`src/rtl/tsr_pkg.sv`:
```
package tsr_pkg;

   typedef enum logic [3:0] {
      S_IDLE,
      S_CHARGE,
      S_WAKE,
      S_REPLY,
      S_GAP1,
      S_ACK,
      S_GAP2,
      S_CMD,
      S_DATA,
      S_OFF
   } tsr_state_e;

   localparam logic [6:0] WAKE_CODE  = 7'h55;
   localparam logic [4:0] WAKE_BITS  = 5'd7;
   localparam logic [5:0] ACK_CODE   = 6'h19;
   localparam logic [4:0] ACK_BITS   = 5'd6;
   localparam logic [3:0] REPLY_BITS = 4'd6;
   localparam logic [3:0] DATA_BITS  = 4'd8;
   localparam logic [5:0] TYPE_XOR   = 6'h26;
   localparam logic [7:0] CMD_BASE   = 8'h57;

endpackage

```
`src/rtl/tsr_tick_timer.sv`:
```
module tsr_tick_timer #(
   parameter int CNT_W = 12
) (
   input  logic             clk,
   input  logic             rst_n,
   input  logic             clr,
   input  logic             tick,
   output logic [CNT_W-1:0] cnt
);

   localparam logic [CNT_W-1:0] CNT_MAX = {CNT_W{1'b1}};

   generate
      if (CNT_W < 2) begin : g_bad_width
         $error("tsr_tick_timer: CNT_W must be at least 2");
      end
   endgenerate

   always_ff @(posedge clk or negedge rst_n) begin
      if (!rst_n)
         cnt <= '0;
      else if (clr)
         cnt <= '0;
      else if (tick && cnt != CNT_MAX)
         cnt <= cnt + 1'b1;
   end

   // a cleared counter starts from zero on the next cycle
   assert_clear_zero_R2: assert property (@(posedge clk) disable iff (!rst_n)
      $past(clr) |-> (cnt <= CNT_W'(1)))
      else $error("timer not restarted after clear");

endmodule

```
`src/rtl/tsr_type_decode.sv`:
```
module tsr_type_decode #(
   parameter logic [5:0] TYPE_A     = 6'h0D,
   parameter logic [5:0] TYPE_B     = 6'h1D,
   parameter int         SIZE_A     = 256,
   parameter int         SIZE_B     = 1024,
   parameter int         CMD_BITS_A = 9,
   parameter int         CMD_BITS_B = 11,
   parameter logic [7:0] RESP_A     = 8'h52,
   parameter logic [7:0] RESP_B     = 8'hD4,
   parameter int         IDX_W      = 11
) (
   input  logic [5:0]       tag_type,
   output logic             valid,
   output logic [IDX_W-1:0] size,
   output logic [4:0]       cmd_bits,
   output logic [7:0]       resp_mask
);

   generate
      if (TYPE_A == TYPE_B) begin : g_bad_codes
         $error("tsr_type_decode: type codes must differ");
      end
      if (SIZE_A < 1 || SIZE_B < 1) begin : g_bad_size
         $error("tsr_type_decode: sizes must be positive");
      end
      if (CMD_BITS_A < 1 || CMD_BITS_A > 31 || CMD_BITS_B < 1 || CMD_BITS_B > 31) begin : g_bad_bits
         $error("tsr_type_decode: command lengths must be 1..31");
      end
   endgenerate

   always_comb begin
      valid     = 1'b0;
      size      = '0;
      cmd_bits  = '0;
      resp_mask = '0;
      if (tag_type == TYPE_A) begin
         valid     = 1'b1;
         size      = IDX_W'(SIZE_A);
         cmd_bits  = 5'(CMD_BITS_A);
         resp_mask = RESP_A;
      end else if (tag_type == TYPE_B) begin
         valid     = 1'b1;
         size      = IDX_W'(SIZE_B);
         cmd_bits  = 5'(CMD_BITS_B);
         resp_mask = RESP_B;
      end
   end

endmodule

```
`src/rtl/tag_read_seq.sv`:
```
module tag_read_seq #(
   parameter logic [5:0] TYPE_A       = 6'h0D,
   parameter logic [5:0] TYPE_B       = 6'h1D,
   parameter int         SIZE_A       = 256,
   parameter int         SIZE_B       = 1024,
   parameter int         CMD_BITS_A   = 9,
   parameter int         CMD_BITS_B   = 11,
   parameter logic [7:0] RESP_A       = 8'h52,
   parameter logic [7:0] RESP_B       = 8'hD4,
   parameter int         CHARGE_TICKS = 1500,
   parameter int         GAP_TICKS    = 387,
   parameter int         OFF_TICKS    = 1500,
   parameter int         TXD_W        = 16,
   localparam int        MAX_SIZE     = (SIZE_A > SIZE_B) ? SIZE_A : SIZE_B,
   localparam int        ADDR_W       = (MAX_SIZE > 1) ? $clog2(MAX_SIZE) : 1
) (
   input  logic              clk,
   input  logic              rst_n,
   input  logic              start,
   input  logic              tick,
   input  logic              tx_done,
   input  logic              rx_done,
   input  logic              abort_btn,
   input  logic [7:0]        rx_data,
   output logic              tx_req,
   output logic [TXD_W-1:0]  tx_data,
   output logic [4:0]        tx_bits,
   output logic              rx_req,
   output logic [3:0]        rx_bits,
   output logic              carrier_on,
   output logic              wr_en,
   output logic [ADDR_W-1:0] wr_addr,
   output logic [7:0]        wr_data,
   output logic              busy,
   output logic              done_ok,
   output logic              tag_removed,
   output logic              tag_unknown
);
   import tsr_pkg::*;

   localparam int IDX_W  = ADDR_W + 1;
   localparam int T_MAX0 = (CHARGE_TICKS > GAP_TICKS) ? CHARGE_TICKS : GAP_TICKS;
   localparam int T_MAX  = (T_MAX0 > OFF_TICKS) ? T_MAX0 : OFF_TICKS;
   localparam int CNT_W  = $clog2(T_MAX + 1) + 1;

   generate
      if (OFF_TICKS < 1 || CHARGE_TICKS < 1) begin : g_bad_times
         $error("tag_read_seq: charge and off times must be at least one tick");
      end
      if (TXD_W < 8 || TXD_W < IDX_W + 1) begin : g_bad_txd
         $error("tag_read_seq: TXD_W too narrow for the command");
      end
   endgenerate

   tsr_state_e        state;
   logic              ident;
   logic              abort_q;
   logic [5:0]        type_q;
   logic [5:0]        reply_q;
   logic [IDX_W-1:0]  idx;
   logic [CNT_W-1:0]  cnt;
   logic              tmr_clr;
   logic              dec_valid;
   logic [IDX_W-1:0]  dec_size;
   logic [4:0]        dec_bits;
   logic [7:0]        dec_mask;
   logic              charge_hit, gap_hit, off_hit;

   tsr_tick_timer #(.CNT_W(CNT_W)) u_timer (
      .clk   (clk),
      .rst_n (rst_n),
      .clr   (tmr_clr),
      .tick  (tick),
      .cnt   (cnt)
   );

   tsr_type_decode #(
      .TYPE_A(TYPE_A), .TYPE_B(TYPE_B), .SIZE_A(SIZE_A), .SIZE_B(SIZE_B),
      .CMD_BITS_A(CMD_BITS_A), .CMD_BITS_B(CMD_BITS_B),
      .RESP_A(RESP_A), .RESP_B(RESP_B), .IDX_W(IDX_W)
   ) u_decode (
      .tag_type  (type_q),
      .valid     (dec_valid),
      .size      (dec_size),
      .cmd_bits  (dec_bits),
      .resp_mask (dec_mask)
   );

   assign charge_hit = (cnt >= CNT_W'(CHARGE_TICKS));
   assign gap_hit    = (cnt >= CNT_W'(GAP_TICKS));
   assign off_hit    = (cnt >= CNT_W'(OFF_TICKS));

   always_comb begin
      tx_req  = 1'b0;
      tx_data = '0;
      tx_bits = '0;
      rx_req  = 1'b0;
      rx_bits = '0;
      unique case (state)
         S_WAKE: begin
            tx_req  = 1'b1;
            tx_data = TXD_W'(WAKE_CODE);
            tx_bits = WAKE_BITS;
         end
         S_ACK: begin
            tx_req  = 1'b1;
            tx_data = TXD_W'(ACK_CODE);
            tx_bits = ACK_BITS;
         end
         S_CMD: begin
            tx_req  = 1'b1;
            tx_data = TXD_W'(CMD_BASE) ^ (TXD_W'(idx) << 1);
            tx_bits = dec_bits;
         end
         S_REPLY: begin
            rx_req  = 1'b1;
            rx_bits = REPLY_BITS;
         end
         S_DATA: begin
            rx_req  = 1'b1;
            rx_bits = DATA_BITS;
         end
         default: ;
      endcase
   end

   assign tmr_clr = (state == S_IDLE && start) || (tx_req && tx_done) ||
                    (rx_req && rx_done) || (state == S_OFF && off_hit);

   always_ff @(posedge clk or negedge rst_n) begin
      if (!rst_n) begin
         state       <= S_IDLE;
         ident       <= 1'b0;
         abort_q     <= 1'b0;
         type_q      <= '0;
         reply_q     <= '0;
         idx         <= '0;
         carrier_on  <= 1'b0;
         wr_en       <= 1'b0;
         wr_addr     <= '0;
         wr_data     <= '0;
         busy        <= 1'b0;
         done_ok     <= 1'b0;
         tag_removed <= 1'b0;
         tag_unknown <= 1'b0;
      end else begin
         wr_en <= 1'b0;
         if (busy && abort_btn) abort_q <= 1'b1;
         unique case (state)
            S_IDLE: if (start) begin
               busy        <= 1'b1;
               done_ok     <= 1'b0;
               tag_removed <= 1'b0;
               tag_unknown <= 1'b0;
               ident       <= 1'b1;
               idx         <= '0;
               abort_q     <= 1'b0;
               carrier_on  <= 1'b1;
               state       <= S_CHARGE;
            end
            S_CHARGE: if (charge_hit) state <= S_WAKE;
            S_WAKE:   if (tx_done) state <= S_REPLY;
            S_REPLY:  if (rx_done) begin
               reply_q <= rx_data[5:0] ^ TYPE_XOR;
               state   <= S_GAP1;
            end
            S_GAP1:   if (gap_hit) state <= S_ACK;
            S_ACK:    if (tx_done) begin
               if (ident) begin
                  type_q     <= reply_q;
                  carrier_on <= 1'b0;
                  state      <= S_OFF;
               end else if (reply_q != type_q) begin
                  tag_removed <= 1'b1;
                  carrier_on  <= 1'b0;
                  busy        <= 1'b0;
                  state       <= S_IDLE;
               end else begin
                  state <= S_GAP2;
               end
            end
            S_GAP2:   if (gap_hit) state <= S_CMD;
            S_CMD:    if (tx_done) state <= S_DATA;
            S_DATA:   if (rx_done) begin
               wr_en      <= 1'b1;
               wr_addr    <= idx[ADDR_W-1:0];
               wr_data    <= rx_data ^ dec_mask;
               idx        <= idx + 1'b1;
               carrier_on <= 1'b0;
               state      <= S_OFF;
            end
            S_OFF:    if (off_hit) begin
               if (ident && !dec_valid) begin
                  tag_unknown <= 1'b1;
                  busy        <= 1'b0;
                  state       <= S_IDLE;
               end else if (!ident && idx == dec_size) begin
                  done_ok <= 1'b1;
                  busy    <= 1'b0;
                  state   <= S_IDLE;
               end else if (abort_q || abort_btn) begin
                  busy  <= 1'b0;
                  state <= S_IDLE;
               end else begin
                  ident      <= 1'b0;
                  carrier_on <= 1'b1;
                  state      <= S_CHARGE;
               end
            end
            default: state <= S_IDLE;
         endcase
      end
   end

   assert_tx_powered_R2: assert property (@(posedge clk) disable iff (!rst_n)
      tx_req |-> carrier_on)
      else $error("transmit requested with carrier off");

   assert_no_overlap_R3: assert property (@(posedge clk) disable iff (!rst_n)
      !(tx_req && rx_req))
      else $error("transmit and receive requested together");

   assert_unknown_ends_R4: assert property (@(posedge clk) disable iff (!rst_n)
      tag_unknown |-> (!busy && !carrier_on))
      else $error("unknown tag left the run active");

   assert_wr_in_range_R6: assert property (@(posedge clk) disable iff (!rst_n)
      wr_en |-> (IDX_W'(wr_addr) < dec_size))
      else $error("write beyond tag size");

   assert_off_holds_R7: assert property (@(posedge clk) disable iff (!rst_n)
      $fell(carrier_on) |=> !carrier_on)
      else $error("carrier-off interval too short");

   assert_removed_ends_R8: assert property (@(posedge clk) disable iff (!rst_n)
      tag_removed |-> (!busy && !carrier_on))
      else $error("removed tag left the run active");

   assert_one_flag_R10: assert property (@(posedge clk) disable iff (!rst_n)
      $onehot0({done_ok, tag_removed, tag_unknown}))
      else $error("more than one status flag set");

endmodule

```
`config.mk`:
```
export PLATFORM = sky130hd
export DESIGN_NAME = tag_read_seq
export DESIGN_NICKNAME = d
export VERILOG_FILES = /design/src/rtl/tsr_pkg.sv /design/src/rtl/tsr_tick_timer.sv /design/src/rtl/tsr_type_decode.sv /design/src/rtl/tag_read_seq.sv
export SDC_FILE = /design/constraint.sdc
export NUM_CORES = 1
export LEC_CHECK = 0
export BUFFER_PORTS_ARGS = -buffer_cell sky130_fd_sc_hd__buf_2
export CAP_MARGIN = 10
export CORE_ASPECT_RATIO = 2
export CORE_UTILIZATION = 30
export CTS_BUF_LIST = sky130_fd_sc_hd__clkbuf_8
export DETAILED_ROUTE_END_ITERATION = 12
export GPL_ROUTABILITY_DRIVEN = 0
export PLACE_DENSITY = 0.56
export SETUP_SLACK_MARGIN = 0.02
export SLEW_MARGIN = 10
export SYNTH_ARGS = -nofsm -noshare
export SYNTH_HDL_FRONTEND = slang
export SYNTH_SLANG_ARGS = --single-unit
export TNS_END_PERCENT = 5
```
`constraint.sdc`:
```
create_clock -name clk -period 1.8 [get_ports clk]
set_input_delay 0.18 -clock clk [delete_from_list [all_inputs] [get_ports clk]]
set_output_delay 0.18 -clock clk [all_outputs]
set_load 0.1 [all_outputs]
```
==> results.md <==
* Die width at 80.0 um
* Failing checks: setup timing
* Sequential share of power at 0.209
* Setup WS pre-CTS at -0.0902 ns
* First-pass GRT wire length at 17400 um
* Cell variety after synth at 61
* Xor-xnor portion of the synthesized cell area at 0.0721
* GR Util All Layers at 0.186
* Area of the die at 12600 um^2
* # IOs at 66
* CP Launch Type: flip-flop
* Vias in the first global route at 3514
* CP Max Fanout at 6
* Mux cell area share after synthesis at 0.0350
* Final #Nets at 559
* Crit share post-route at 1.04
* Dominant cells by area after synthesis: dfrtp_1 (45%), nand2_1 (6.5%), nor2_1 (6.2%)
* Largest net degree at the start of global routing at 66
* HPWL Detailed at 8420 um
* Hold_sp: rx_data[5]
* Final hold violations at 0
* Max H-tree Level at 3
* Top post-synthesis cells by count: dfrtp_1 (65), nand2_1 (63), nor2_1 (60)
* Clk slew on worst S/H paths at 0.08 ns
* Combinational family with the most area after synthesis: simple AND/OR/NAND/NOR gates
* #FFs+latches synth at 65
* Share of total power in combinational logic at 0.645
* Maximum vdd ir drop at 1.37 mV
* Max-cap violations at 0
* CTS Buffer Depth at 2
* Ant. Diodes at 0
* Residual DRC at 0
* Synth warnings at 0
* WS Path Type: flip-flop to output port
* Post-synth top flop: dfrtp_1
* Status: finished with violations
* Initial antenna violation count at 0
* Reg2reg start: type_q[5]
* Leakage at 2.57 nW
* Worst setup EP type: output port
* Core ar. at 11800 um^2
* Hold Crit Endpoint: reply_q[5]
* Final wirelength at 11100 um
* Final setup vio count at 20
* Post-Synthesis Cell Area at 3650 um^2
* Slowest stage delay, CP at 0.47 ns
* Clock sinks at 65
* Async set-reset flop share out of synthesis at 1.00
* Fmax at 535 MHz
* CP arrival at 1.69 ns
* Post-Synth Simple-Gate Area at 0.267
* Mapped Cells at 405
* Die height at 158 um
* Layout Cells excl Fill at 689
* Worst R2R Setup Slack at -0.06 ns
* Unrepaired setup endpoints after global routing: true
* Clock Power Share at 0.147
* R2r worst-path depth at 5
* IO buf count at 59
* Seq/Total Area, Yosys at 0.446
* Cell Chain, Critical Path: buf_4 -> nor2_2 -> a21oi_1 -> or2_4 -> o21ai_4 -> buf_12
* Syn avg cell area at 9.00 um^2
* Area growth, synth to finish at 50.1%
* Int Power at 0.00520 W
* FP Rows at 56
* Inserted Clock Buffers at 9
* Routed length per instance at 16.1 um
* Final setup margin at -0.0696 ns
* Switching share of power at 0.490
* Cell with the most instances after synthesis: dfrtp_1
* Leading area contributor after synthesis: dfrtp_1
* Number of flops mapped to enable cells by yosys at 0
* Antenna-violating nets left at 0
* Layout cells sized above 1 at 0.421
* Fin Clk Skew at 0.0150 ns
* Inst Count DP at 661
* GRT overflow at 0
* Slowest cell on the critical path: dfrtp_2
* Power Dens Cells at 1860 nW/um^2
* R2r endpoint: busy
* Psw at 0.00501 W
* Required @ worst endpoint at 1.62 ns
* CTS tree: done
* Via count at 3399
* Root Buffer: clkbuf_8
* Delay-heaviest family, CP: flip-flops
* Yosys top cell area share at 0.446
* Setup TNS at -0.896 ns
* Worst hold stages at 2
* Vias per inst at 4.93
* DRT iter0 DRCs at 145
* HP Class: input port to flip-flop
* Initial Utilization at 0.310
* Worst-Skew Late Latency at 0.35 ns
* Slew Limit Fails at 0
* Synth Area in Compound Gates at 0.113
* Critical path buffers and inverters at 2
* Synth Area in Adders at 0.0137
* Tmin final at 1.87 ns
* First-pass DRT Iterations at 4
==> cell usage in the layout, fill, tap and decap left out, types with 9 or more instances in the layout <==
cell type  instances
dfrtp_1           61
buf_12            23
xnor2_1           12
buf_6              9
xor2_1            18
nor2_1            48
clkbuf_8           9
o21ai_0           13
buf_2             38
nand2_1           60
buf_4             71
nand3_1           15
a21oi_1           12
nor2_2             9
inv_1              9
==> per-stage QoR <==
stage	utilization	total power [W]	hold WS [ns]	instance area, um^2
2_1_floorplan	-	0.00603	-0.116	3710
3_3_place_gp	0.417	0.00809	0.223	4900
3_5_place_dp	0.417	0.00817	0.226	4900
4_1_cts	0.456	0.0101	0.00462	5370
5_1_grt	0.465	0.0107	0.00507	5470
6_report	0.465	0.0102	0.0170	5470
==> layout make-up <==
cell class | count | area (um^2)
clock buffer | 9 | 124
inverter | 12 | 45.0
timing repair buffer | 142 | 1290
multi-input combinational | 310 | 2090
tap | 145 | 181
clock inverter | 6 | 108
sequential | 65 | 1630
fill | 1148 | 6300
==> registers in the layout (all words and copies together), names as in the netlist <==
| register | count |
|---|---|
| abort_q | 1 |
| busy | 1 |
| carrier_on | 1 |
| done_ok | 1 |
| ident | 1 |
| idx | 11 |
| reply_q | 6 |
| state | 4 |
| tag_removed | 1 |
| tag_unknown | 1 |
| type_q | 6 |
| u_timer.cnt | 12 |
| wr_addr | 10 |
| wr_data | 8 |
| wr_en | 1 |
==> timing repair <==
item,4_1_cts,5_1_grt
pin swaps,10,12
endpoints found under the hold margin,65,0
setup endpoints to repair,51,52
hold buffers,1,0
buffers inserted,9,3
gates resized for setup,43,20
==> power by group through the flow <==
stage                     Combinational (W)  Sequential (W)  Clock, W
after floorplan                     0.00315         0.00288         0
after global placement              0.00592         0.00217         0
after detailed placement            0.00599         0.00218         0
after CTS                           0.00648         0.00212   0.00153
after global routing                0.00691         0.00217   0.00160
final                               0.00658         0.00213   0.00150
==> worst max-delay path by stage <==
stage | from | end | slack (ns) | cells after the start
finish | state[1] | tx_data[4] | -0.07 | 6
global route | type_q[5] | tx_bits[0] | -0.15 | 8
CTS | state[2] | tx_data[4] | -0.09 | 6
detailed placement | idx[3] | busy | -0.09 | 5
global placement | type_q[5] | state[1] | -0.06 | 7
floorplan | type_q[1] | tx_bits[0] | -0.54 | 5
==> kinds of logic (layout without fill, tap and decap cells) <==
family          count (synthesis)  after routing
simple gates                  200            200
flops                          65             65
compound gates                 59             59
buf+inv                        35            169
xor+xnor                       30             30
mux                            11             11
fa+ha+maj                       4              4
other cells                     1              6
==> routing by layer <==
layer	global-route usage	routed length (um)	vias up
met5	0	0	-
met4	0.113	572	0
met3	0.0415	423	34
met2	0.359	6330	82
met1	0.169	3770	1653
li1	-	-	1630
Note: power is estimated with default switching activity, not from simulation.
